[src/rtl/pds_pkg.sv]
package pds_pkg;

  localparam logic [15:0] UNLOCK_KEY  = 16'hB16;
  localparam logic [31:0] UNLOCK_WORD = {UNLOCK_KEY, 15'd0, 1'b1};
  localparam logic [7:0]  ERR_TIMEOUT = 8'd25;

  typedef enum logic [4:0] {
    S_IDLE,
    S_PROT_DRIVE,
    S_PROT_WAIT,
    S_SRAM_DRIVE,
    S_SRAM_WAIT,
    S_RET_GATE,
    S_RET_PULSE,
    S_RET_END,
    S_RET_UNGATE,
    S_ISO_ON,
    S_CLK_OFF,
    S_RST_ON,
    S_SW1_DRIVE,
    S_SW1_WAIT,
    S_SETTLE,
    S_SW2_DRIVE,
    S_SW2_WAIT,
    S_CLK_ON,
    S_ISO_OFF,
    S_ISO_DLY,
    S_RST_OFF,
    S_FINISH
  } seq_state_e;

endpackage

[src/rtl/pds_usec_tick.sv]
module pds_usec_tick #(
  parameter int DIV = 100
) (
  input  logic clk,
  input  logic rst,
  output logic tick
);
  localparam int CW = (DIV > 1) ? $clog2(DIV) : 1;

  generate
    if (DIV == 1) begin : g_every
      assign tick = 1'b1;
    end else begin : g_div
      logic [CW-1:0] cnt_q;
      always_ff @(posedge clk) begin
        if (rst) cnt_q <= '0;
        else if (cnt_q == CW'(DIV - 1)) cnt_q <= '0;
        else cnt_q <= cnt_q + 1'b1;
      end
      assign tick = (cnt_q == CW'(DIV - 1));

      AST_TICK_GAP: assert property (@(posedge clk) disable iff (rst)
        tick |=> !tick);
    end
  endgenerate
endmodule

[src/rtl/pds_wait_timer.sv]
module pds_wait_timer #(
  parameter int CNT_W = 9
) (
  input  logic             clk,
  input  logic             rst,
  input  logic             clr,
  input  logic             tick,
  input  logic [CNT_W-1:0] limit,
  output logic             hit
);
  logic [CNT_W-1:0] cnt_q;

  always_ff @(posedge clk) begin
    if (rst || clr) cnt_q <= '0;
    else if (tick && !hit) cnt_q <= cnt_q + 1'b1;
  end

  assign hit = (cnt_q >= limit);
endmodule

[src/rtl/pd_switch_seq.sv]
module pd_switch_seq #(
  parameter int CLK_PER_US    = 100,
  parameter int POLL_LIMIT    = 500,
  parameter int ON_SETTLE_US  = 50,
  parameter int ISO_SETTLE_US = 10,
  parameter bit HAS_SRAM      = 1'b1,
  parameter int PROT_W        = 8,
  parameter int PROT_STEPS    = 2,
  parameter logic [PROT_STEPS*PROT_W-1:0] PROT_MASKS = {8'h30, 8'h03},
  parameter logic [PROT_STEPS-1:0]        PROT_HAS_RDY = 2'b01
) (
  input  logic              clk,
  input  logic              rst,
  input  logic              cfg_wr,
  input  logic [31:0]       cfg_wdata,
  input  logic              cmd_valid,
  input  logic              cmd_up,
  input  logic              sw1_ack,
  input  logic              sw2_ack,
  input  logic              sram_sleep_ack,
  input  logic [PROT_W-1:0] prot_rdy,
  output logic              busy,
  output logic              done,
  output logic              err,
  output logic [7:0]        err_code,
  output logic              dom_rst_n,
  output logic              dom_iso,
  output logic              sw1_en,
  output logic              sw2_en,
  output logic              dom_clk_off,
  output logic              sram_sleep,
  output logic              ret_clk_off,
  output logic              ret_save,
  output logic              ret_load_n,
  output logic [PROT_W-1:0] prot_en
);
  import pds_pkg::*;

  localparam int MAX_A   = (POLL_LIMIT > ON_SETTLE_US) ? POLL_LIMIT : ON_SETTLE_US;
  localparam int CNT_MAX = (MAX_A > ISO_SETTLE_US) ? MAX_A : ISO_SETTLE_US;
  localparam int CNT_W   = $clog2(CNT_MAX + 1);
  localparam int IDX_W   = (PROT_STEPS > 1) ? $clog2(PROT_STEPS) : 1;

  function automatic logic [PROT_W-1:0] or_masks();
    logic [PROT_W-1:0] acc;
    acc = '0;
    for (int i = 0; i < PROT_STEPS; i++) acc = acc | PROT_MASKS[i*PROT_W +: PROT_W];
    return acc;
  endfunction

  localparam logic [PROT_W-1:0] PROT_ALL = or_masks();

  seq_state_e       st_q, st_d;
  logic             dir_up_q;
  logic [IDX_W-1:0] idx_q;
  logic             saved_q;
  logic             err_q;
  logic             unlocked_q;
  logic             enter_q;
  logic             us_tick;
  logic             tmr_hit;
  logic [CNT_W-1:0] tmr_limit;
  logic             timeout;
  logic             start;
  logic [PROT_W-1:0] step_mask;
  logic             step_rdy;
  logic             step_last;
  logic             prot_ok;
  seq_state_e       prot_exit;

  pds_usec_tick #(.DIV(CLK_PER_US)) u_tick (
    .clk (clk),
    .rst (rst),
    .tick(us_tick)
  );

  always_comb begin
    case (st_q)
      S_SETTLE:  tmr_limit = CNT_W'(ON_SETTLE_US);
      S_ISO_DLY: tmr_limit = CNT_W'(ISO_SETTLE_US);
      default:   tmr_limit = CNT_W'(POLL_LIMIT);
    endcase
  end

  pds_wait_timer #(.CNT_W(CNT_W)) u_timer (
    .clk  (clk),
    .rst  (rst),
    .clr  (enter_q),
    .tick (us_tick),
    .limit(tmr_limit),
    .hit  (tmr_hit)
  );

  assign timeout   = tmr_hit && !enter_q;
  assign start     = (st_q == S_IDLE) && cmd_valid && unlocked_q;
  assign step_mask = PROT_MASKS[int'(idx_q)*PROT_W +: PROT_W];
  assign step_rdy  = PROT_HAS_RDY[idx_q];
  assign step_last = (idx_q == IDX_W'(PROT_STEPS - 1));
  assign prot_ok   = dir_up_q ? ((prot_rdy & step_mask) == '0)
                              : ((prot_rdy & step_mask) == step_mask);
  assign prot_exit = dir_up_q ? S_FINISH : S_SRAM_DRIVE;

  // next state
  always_comb begin
    st_d = st_q;
    case (st_q)
      S_IDLE:       if (start) st_d = cmd_up ? S_SW1_DRIVE : S_PROT_DRIVE;
      S_PROT_DRIVE: st_d = step_rdy ? S_PROT_WAIT : (step_last ? prot_exit : S_PROT_DRIVE);
      S_PROT_WAIT: begin
        if (prot_ok) st_d = step_last ? prot_exit : S_PROT_DRIVE;
        else if (timeout) st_d = S_FINISH;
      end
      S_SRAM_DRIVE: st_d = HAS_SRAM ? S_SRAM_WAIT : (dir_up_q ? S_PROT_DRIVE : S_RET_GATE);
      S_SRAM_WAIT: begin
        if (sram_sleep_ack == !dir_up_q) st_d = dir_up_q ? S_PROT_DRIVE : S_RET_GATE;
        else if (timeout) st_d = S_FINISH;
      end
      S_RET_GATE:   st_d = S_RET_PULSE;
      S_RET_PULSE:  st_d = S_RET_END;
      S_RET_END:    st_d = S_RET_UNGATE;
      S_RET_UNGATE: st_d = dir_up_q ? S_SRAM_DRIVE : S_ISO_ON;
      S_ISO_ON:     st_d = S_CLK_OFF;
      S_CLK_OFF:    st_d = S_RST_ON;
      S_RST_ON:     st_d = S_SW1_DRIVE;
      S_SW1_DRIVE:  st_d = S_SW1_WAIT;
      S_SW1_WAIT: begin
        if (sw1_ack == dir_up_q) st_d = dir_up_q ? S_SETTLE : S_SW2_DRIVE;
        else if (timeout) st_d = S_FINISH;
      end
      S_SETTLE:     if (timeout) st_d = S_SW2_DRIVE;
      S_SW2_DRIVE:  st_d = S_SW2_WAIT;
      S_SW2_WAIT: begin
        if (sw2_ack == dir_up_q) st_d = dir_up_q ? S_CLK_ON : S_FINISH;
        else if (timeout) st_d = S_FINISH;
      end
      S_CLK_ON:     st_d = S_ISO_OFF;
      S_ISO_OFF:    st_d = S_ISO_DLY;
      S_ISO_DLY:    if (timeout) st_d = S_RST_OFF;
      S_RST_OFF:    st_d = saved_q ? S_RET_GATE : S_SRAM_DRIVE;
      S_FINISH:     st_d = S_IDLE;
      default:      st_d = S_IDLE;
    endcase
  end

  // state, bookkeeping and registered domain controls
  always_ff @(posedge clk) begin
    if (rst) begin
      st_q        <= S_IDLE;
      enter_q     <= 1'b1;
      dir_up_q    <= 1'b0;
      idx_q       <= '0;
      saved_q     <= 1'b0;
      err_q       <= 1'b0;
      unlocked_q  <= 1'b0;
      dom_rst_n   <= 1'b0;
      dom_iso     <= 1'b1;
      sw1_en      <= 1'b0;
      sw2_en      <= 1'b0;
      dom_clk_off <= 1'b1;
      sram_sleep  <= HAS_SRAM;
      ret_clk_off <= 1'b0;
      ret_save    <= 1'b0;
      ret_load_n  <= 1'b1;
      prot_en     <= PROT_ALL;
    end else begin
      st_q    <= st_d;
      enter_q <= (st_d != st_q);
      if (cfg_wr && cfg_wdata == UNLOCK_WORD) unlocked_q <= 1'b1;
      case (st_q)
        S_IDLE: if (start) begin
          dir_up_q <= cmd_up;
          idx_q    <= '0;
          err_q    <= 1'b0;
        end
        S_PROT_DRIVE: begin
          prot_en <= dir_up_q ? (prot_en & ~step_mask) : (prot_en | step_mask);
          if (!step_rdy && !step_last) idx_q <= idx_q + 1'b1;
        end
        S_PROT_WAIT: begin
          if (prot_ok) begin
            if (!step_last) idx_q <= idx_q + 1'b1;
          end else if (timeout && !dir_up_q) begin
            err_q <= 1'b1;
          end
        end
        S_SRAM_DRIVE: begin
          if (HAS_SRAM) sram_sleep <= !dir_up_q;
          idx_q <= '0;
        end
        S_SRAM_WAIT:  if (sram_sleep_ack != !dir_up_q && timeout) err_q <= 1'b1;
        S_RET_GATE:   ret_clk_off <= 1'b1;
        S_RET_PULSE: begin
          if (dir_up_q) ret_load_n <= 1'b0;
          else ret_save <= 1'b1;
        end
        S_RET_END: begin
          ret_save   <= 1'b0;
          ret_load_n <= 1'b1;
        end
        S_RET_UNGATE: begin
          ret_clk_off <= 1'b0;
          saved_q     <= !dir_up_q;
        end
        S_ISO_ON:     dom_iso <= 1'b1;
        S_CLK_OFF:    dom_clk_off <= 1'b1;
        S_RST_ON:     dom_rst_n <= 1'b0;
        S_SW1_DRIVE:  sw1_en <= dir_up_q;
        S_SW1_WAIT:   if (sw1_ack != dir_up_q && timeout) err_q <= 1'b1;
        S_SW2_DRIVE:  sw2_en <= dir_up_q;
        S_SW2_WAIT:   if (sw2_ack != dir_up_q && timeout) err_q <= 1'b1;
        S_CLK_ON:     dom_clk_off <= 1'b0;
        S_ISO_OFF:    dom_iso <= 1'b0;
        S_RST_OFF:    dom_rst_n <= 1'b1;
        default: ;
      endcase
    end
  end

  assign busy     = (st_q != S_IDLE);
  assign done     = (st_q == S_FINISH);
  assign err      = done && err_q;
  assign err_code = (done && err_q) ? ERR_TIMEOUT : 8'd0;

  AST_DONE_PULSE: assert property (@(posedge clk) disable iff (rst)
    done |=> !done);
  AST_SW1_OFF_SAFE: assert property (@(posedge clk) disable iff (rst)
    $fell(sw1_en) |-> (dom_iso && dom_clk_off && !dom_rst_n));
  AST_RST_RELEASE_SAFE: assert property (@(posedge clk) disable iff (rst)
    $rose(dom_rst_n) |-> (!dom_iso && !dom_clk_off && sw2_en && sw1_en));
  AST_SW2_AFTER_SW1: assert property (@(posedge clk) disable iff (rst)
    $rose(sw2_en) |-> sw1_en);
  AST_SAVE_GATED: assert property (@(posedge clk) disable iff (rst)
    ret_save |-> ret_clk_off);
  AST_LOAD_GATED: assert property (@(posedge clk) disable iff (rst)
    !ret_load_n |-> ret_clk_off);
  AST_ERR_CODE: assert property (@(posedge clk) disable iff (rst)
    err |-> (done && err_code == 8'd25));
  AST_LOCKED_IDLE: assert property (@(posedge clk) disable iff (rst)
    !unlocked_q |-> !busy);
  AST_BUSY_HOLD: assert property (@(posedge clk) disable iff (rst)
    (busy && !done) |=> busy);
endmodule

[config.mk]
export PLATFORM = sky130hd
export DESIGN_NAME = pd_switch_seq
export DESIGN_NICKNAME = d
export VERILOG_FILES = /design/src/rtl/pds_pkg.sv /design/src/rtl/pds_usec_tick.sv /design/src/rtl/pds_wait_timer.sv /design/src/rtl/pd_switch_seq.sv
export SDC_FILE = /design/constraint.sdc
export NUM_CORES = 1
export LEC_CHECK = 0
export ABC_AREA = 1
export BUFFER_PORTS_ARGS = -buffer_cell sky130_fd_sc_hd__buf_4
export CAP_MARGIN = 0
export CELL_PAD_IN_SITES_DETAIL_PLACEMENT = 0
export CELL_PAD_IN_SITES_GLOBAL_PLACEMENT = 1
export CORE_MARGIN = 8
export CORE_UTILIZATION = 33
export CTS_CLUSTER_DIAMETER = 60
export DETAILED_ROUTE_END_ITERATION = 8
export MAX_ROUTING_LAYER = met4
export PLACE_DENSITY_LB_ADDON = 0.1
export SETUP_SLACK_MARGIN = 0.2
export SYNTH_ARGS = -nofsm -noshare
export SYNTH_HDL_FRONTEND = slang
export SYNTH_HIERARCHICAL = 1
export SYNTH_SLANG_ARGS = --single-unit
[constraint.sdc]
create_clock -name clk -period 3.2 [get_ports clk]
set_clock_uncertainty 0.15 [all_clocks]
set_input_delay 0 -clock clk [delete_from_list [all_inputs] [get_ports clk]]
set_output_delay 0 -clock clk [all_outputs]
set_load 0.005 [all_outputs]
# Word level (Yosys, flattened, before mapping)
# Index checks and enable logic that the tools add are counted.
# totals
output_inout_bits	28
regBits	44
elab_cells	146
inputBits	48
# classes
addsub	3
n_lt_le_gt_ge	2
mux	43
reduce_logical	33
bitwise_logic	4
eq_ne	41
shift	1
# op_table
op	count
$pmux W5 S21	1
$mux W5	12
$eq A5 B4 Y1 const B	8
$eq A32 B28 Y1 const B	1
$eq A5 B5 Y1 const B	6
$eq A5 B3 Y1 const B	4
$ne A2 B2 Y1 const B	10
$pmux W9 S2	1
$and A8 B8 Y8	2
$shiftx A16 B5 Y8 const A	1
$mux W1	15
$pmux W1 S2	6
$logic_and A1 B1 Y1	11
$eq A5 B2 Y1 const B	2
$reduce_bool A2 Y1	5
$reduce_bool A5 Y1	2
$add A9 B1 Y9 const B	1
$ge A9 B9 Y1	1
$mux W3	3
$eq A8 B8 Y1	1
$logic_not A8 Y1	1
$mux W4	2
$mux W8	1
$not A8 Y8	1
19 further kinds	29

# Logic depth before layout (Yosys ltp)
# logic_depth
depth_word	8
ltp_mapped	27
depth_no_buf	26

# Hierarchy
# The synthesis kept the hierarchy.
# by_module_without_submodules
mod	instances	seq_area_each_um2	area_each_um2	cells_per_inst
pd_switch_seq	1	440.4	1783.0	304
pds_wait_timer	1	180.2	839.6	129
pds_usec_tick	1	140.1	366.6	51

# Worst setup path before layout
# OpenSTA, ideal clock, no wires.
# synth_timing
path_kind	register to register
startpoint	reg st_q[3]
endpoint	reg enter_q
arrival_time_ns	2.840
period_less_slack_ns	3.111
required_time_ns	2.929
stages_incl_launch_ff	23
setup_ns	0.121
setup_slack_ns	0.089
path_buffers	1
path_cell_list	dfxtp_1 > nor2_4 > nand3_1 > inv_1 > nor2_1 > inv_1 > ha_1 > and3_1 > o21ai_4 > buf_6 > nand2_1 > nand2_1 > nand2_1 > nor2_1 > nor2_1 > nor2_1 > nand2_1 > nor2_1 > nand3_1 > nand2_1 > nand2_1 > nor2_1 > nand3_1
# synth_between
elab_chain_len	8
elab_cells_between_ends	36
classes_between	1 x order compare; 21 x eq/ne; 10 x mux; 4 x reduce/logical
# synth_lines
item	line	text
start: declaration	pd_switch_seq.sv:53	seq_state_e st_q, st_d;
start signal: assignment	pd_switch_seq.sv:166	st_q <= st_d;
$eq A5 B5 Y1 / $eq A5 B4 Y1 (equally long branches)	pd_switch_seq.sv:78	case (st_q)
$pmux W9 S2 (*)	pd_switch_seq.sv:78	
net tmr_limit[4]	pd_switch_seq.sv:62	logic [CNT_W-1:0] tmr_limit;
$ge A9 B9 Y1 (*)	pds_wait_timer.sv:18	assign hit = (cnt_q >= limit);
net tmr_hit	pd_switch_seq.sv:61	logic tmr_hit;
$logic_and A1 B1 Y1 (*)	pd_switch_seq.sv:94	assign timeout = tmr_hit && !enter_q;
$mux W5	-	
$mux W5 (on tied branches)	-	
$pmux W5 S21 (*)	pd_switch_seq.sv:106	case (st_q)
$ne A5 B5 Y1 (*)	pd_switch_seq.sv:167	enter_q <= (st_d != st_q);
end signal: assignment	pd_switch_seq.sv:167	
end: declaration	pd_switch_seq.sv:59	logic enter_q;
# The timed path passes the listed nets; every way through them passes the cells marked *.
# A chain may end at the register's enable or synchronous reset.

# Worst setup path in the final report
# layout_timing
startpoint	reg st_q[0]
endpoint	reg enter_q
# Same word-level chain as after synthesis.

==> flow_summary_export.csv <==
group,metric,value,unit
routing,route.met3.wl,315,µm
setup_path,crit_path_max_fanout,5,
synth,syn_area_per_cell,6.18,µm²
power_and_ir_drop,leakagePower,0.00191,µW
routing,ant_nets,0,
synth,synth_cells,484,
routing,drc,0,
floorplan,initial_core_util,0.341,
setup_path,r2r_cells,22,
power_and_ir_drop,p_int,695,µW
routing,met2WireLength,4.51,mm
setup_path,start_kind,"flip-flop",
timing,finalSetupViolCount,0,
layout,nNetsFinal,628,
global_route,grt_antenna_before_repair,0,
global_route,overflow,0,
layout,seq_area,777,µm²
timing,finalSetupTns,0,ns
synth,synth_area,2990,µm²
synth,ys_ff_latch,38,
routing,avgViaCountPerCell,4.68,
global_route,grt_usage,0.146,
placed_design,gp_congestion,0.923,
placed_design,placed_cells,651,
synth,synth_warnings,6,
routing,met1Wirelength,3.96,mm
timing,drv_slew,0,
floorplan,ioPinCount,76,
power_and_ir_drop,power,929,µW
timing,fmax,0.340,GHz
timing,period_needed,2.94,ns
timing,hold_viol,0,
global_route,grt_pass1_wl,15.0,mm
hold_path,hp-class,"input port to flip-flop",
power_and_ir_drop,p_switching,234,µW
clock_network,htreeDepth,2,
global_route,grt_pass1_vias,3150,
clock_network,clkTransAtPathRegs,0.09,ns
setup_path,crit_arrival,2.98,ns
setup_path,cp-end-kind,"flip-flop",
flow_run,cap_violations,0,
global_route,grt_max_degree,17,
setup_path,critPathKind,"flip-flop to flip-flop",
routing,first_pass_iters,4,
placed_design,dp_hpwl,7.19,mm
placed_design,dpl_cell_area,3540,µm²
hold_path,hold_depth,4,
power_and_ir_drop,comb_power_share,0.094,
routing,wl,8.90,mm
power_and_ir_drop,pwr-share-seq,0.513,
layout,fin_area,3920,µm²
routing,highest_layer,"met4",
routing,num_vias,3168,
clock_network,numCtsBuffers,5,
outcome,status,"finished clean",
floorplan,core,8760,µm²
layout,final_cells,677,
routing,wl_per_cell,13.2,µm
layout,nFillCells,963,
clock_network,cts_buffer_depth,2,
clock_network,cts_root_buf,"clkbuf_8",
floorplan,chipWidth,111,µm
clock_network,clkSinkCount,38,
synth,ys_seq_area_frac,0.254,
clock_network,cts_tree,"yes",
power_and_ir_drop,power_density,237,nW/µm²
setup_path,critPathRequiredTime,3.24,ns
placed_design,port_buffers,62,
layout,post-route-util,0.447,
power_and_ir_drop,power_frac_clock,0.393,
layout,multiInputGateArea,1920,µm²
routing,drt_iter0_drc,112,
layout,drive_gt1_frac,0.279,
clock_network,clk_latency,0.30,ns
floorplan,rows,34,
layout,syn2layout_area_growth,31.1,%
power_and_ir_drop,ir_drop,0.132,mV
layout,antenna_cells,0,
floorplan,die_h,111,µm
timing,period_share,0.920,
timing,rsz0062_at_grt,"true",
power_and_ir_drop,p_sw_frac,0.252,
floorplan,die_area,12400,µm²
synth,ys_types,36,
-- cells in the mapped netlist, drive strengths merged --
master   count  area share
nor3         8       0.015
ha          12       0.050
xnor2        3      0.0088
conb         1      0.0013
o22ai        1      0.0021
nand3b       2      0.0050
a21oi       23       0.041
nor4         6       0.013
nand2      118        0.16
o21bai       1      0.0025
a22oi        2      0.0050
a31oi        1      0.0021
nor2        94        0.14
and3         2      0.0042
buf         19       0.050
o311ai       1      0.0029
dfxtp       38        0.25
nand3       42       0.075
o21a         1      0.0025
inv         79       0.099
nand4       14       0.029
a211oi       1      0.0025
clkbuf       2      0.0025
o21ai       11       0.022
o2111ai      2      0.0059
-- through the flow --
step / setup slack, ns / hold WS, ns
after floorplan: 0.217 / -0.0715
after global placement: 0.143 / 0.115
after detailed placement: 0.0716 / 0.123
after CTS: 0.201 / 0.0136
after global routing: 0.0608 / 0.0585
final: 0.257 / 0.0171
-- cells in the final DEF (no fill, tap or decap), types with 12 or more instances in the layout --
master and count:
nand3_1 38, nor2_2 14, inv_1 66, buf_4 81
a21oi_1 20, dfxtp_1 33, inv_2 12, nand4_1 14
nor2_1 70, nand2_1 104
-- layout make-up --
| cell class | instances | share of cell area |
|---|---|---|
| flip-flops and latches | 38 | 0.198 |
| inverters | 79 | 0.0769 |
| clock inverters | 2 | 0.00319 |
| clock buffers | 6 | 0.0211 |
| multi-input cells | 355 | 0.490 |
| repair buffers | 89 | 0.176 |
| well taps | 108 | 0.0345 |
-- critical path, cell delays in order, from the launching register on --
cell and delay [ns]:
dfxtp_4 0.40, inv_6 0.05, nand2_4 0.05, nor2_4 0.04
nand2_2 0.08, inv_2 0.05, nor2_4 0.18, inv_2 0.07
ha_4 0.27, nand4_1 0.15, nor2_2 0.17, o21ai_4 0.08
nand2_2 0.09, inv_2 0.04, nor2_4 0.11, buf_6 0.11
nor2_1 0.05, nor3_2 0.21, nand3_1 0.12, nand2_1 0.09
nand2_1 0.06, nor2_1 0.12, nand3_1 0.07
-- repair_timing --
action / in CTS / in global routing
setup endpoints to repair: 2 / 5
pin swaps: 6 / 16
setup buffers: 3 / 8
resized for setup: 11 / 27
hold endpoints to repair: 15 / 0
hold buffers: 7 / 0
-- logic make-up (layout without fill, tap and decap cells) --
logic type / count (synthesis) / count (layout) / synth area share
and+or+nand+nor: 286 / 286 / 0.445
buffers and inverters: 100 / 176 / 0.152
AOI/OAI and AO/OA: 44 / 44 / 0.0887
DFF: 38 / 38 / 0.254
adders and majority gates: 12 / 12 / 0.0502
xor gates and xnor gates: 3 / 3 / 0.00879
other: 1 / 10 / 0.00125
-- flip-flops by register name (all words and copies together), names as in the netlist --
signal	flops
saved_q	1
dir_up_q	1
sw2_en	1
sram_sleep	1
dom_iso	1
err_q	1
ret_load_n	1
u_timer/cnt_q	9
prot_en	2
u_tick/g_div.cnt_q	7
dom_clk_off	1
ret_clk_off	1
st_q	5
sw1_en	1
enter_q	1
idx_q	1
ret_save	1
unlocked_q	1
dom_rst_n	1
-- power groups by stage --
stage | Sequential, µW | Combinational [µW] | Clock, µW
after floorplan | 490 | 40.0 | 0
after global placement | 491 | 82.3 | 0
after detailed placement | 491 | 84.0 | 0
after CTS | 479 | 87.6 | 380
after global routing | 477 | 98.2 | 396
final | 477 | 87.3 | 365
-- layer usage --
layer	vias to the layer above	GRT usage
li1	1675	-
met1	1426	0.164
met2	56	0.262
met3	11	0.0244
met4	0	0.0338
met5	-	-
-- path summary, 6_finish.rpt --
kind / endpoint / slack (ns) / from
max: enter_q / 0.26 / st_q[0]
max reg2reg: enter_q / 0.26 / st_q[0]
min: st_q[0] / 0.02 / sw1_ack
min reg2reg: sw2_en / 0.32 / sw2_en
No activity file was read; power rests on OpenSTA's default activity.
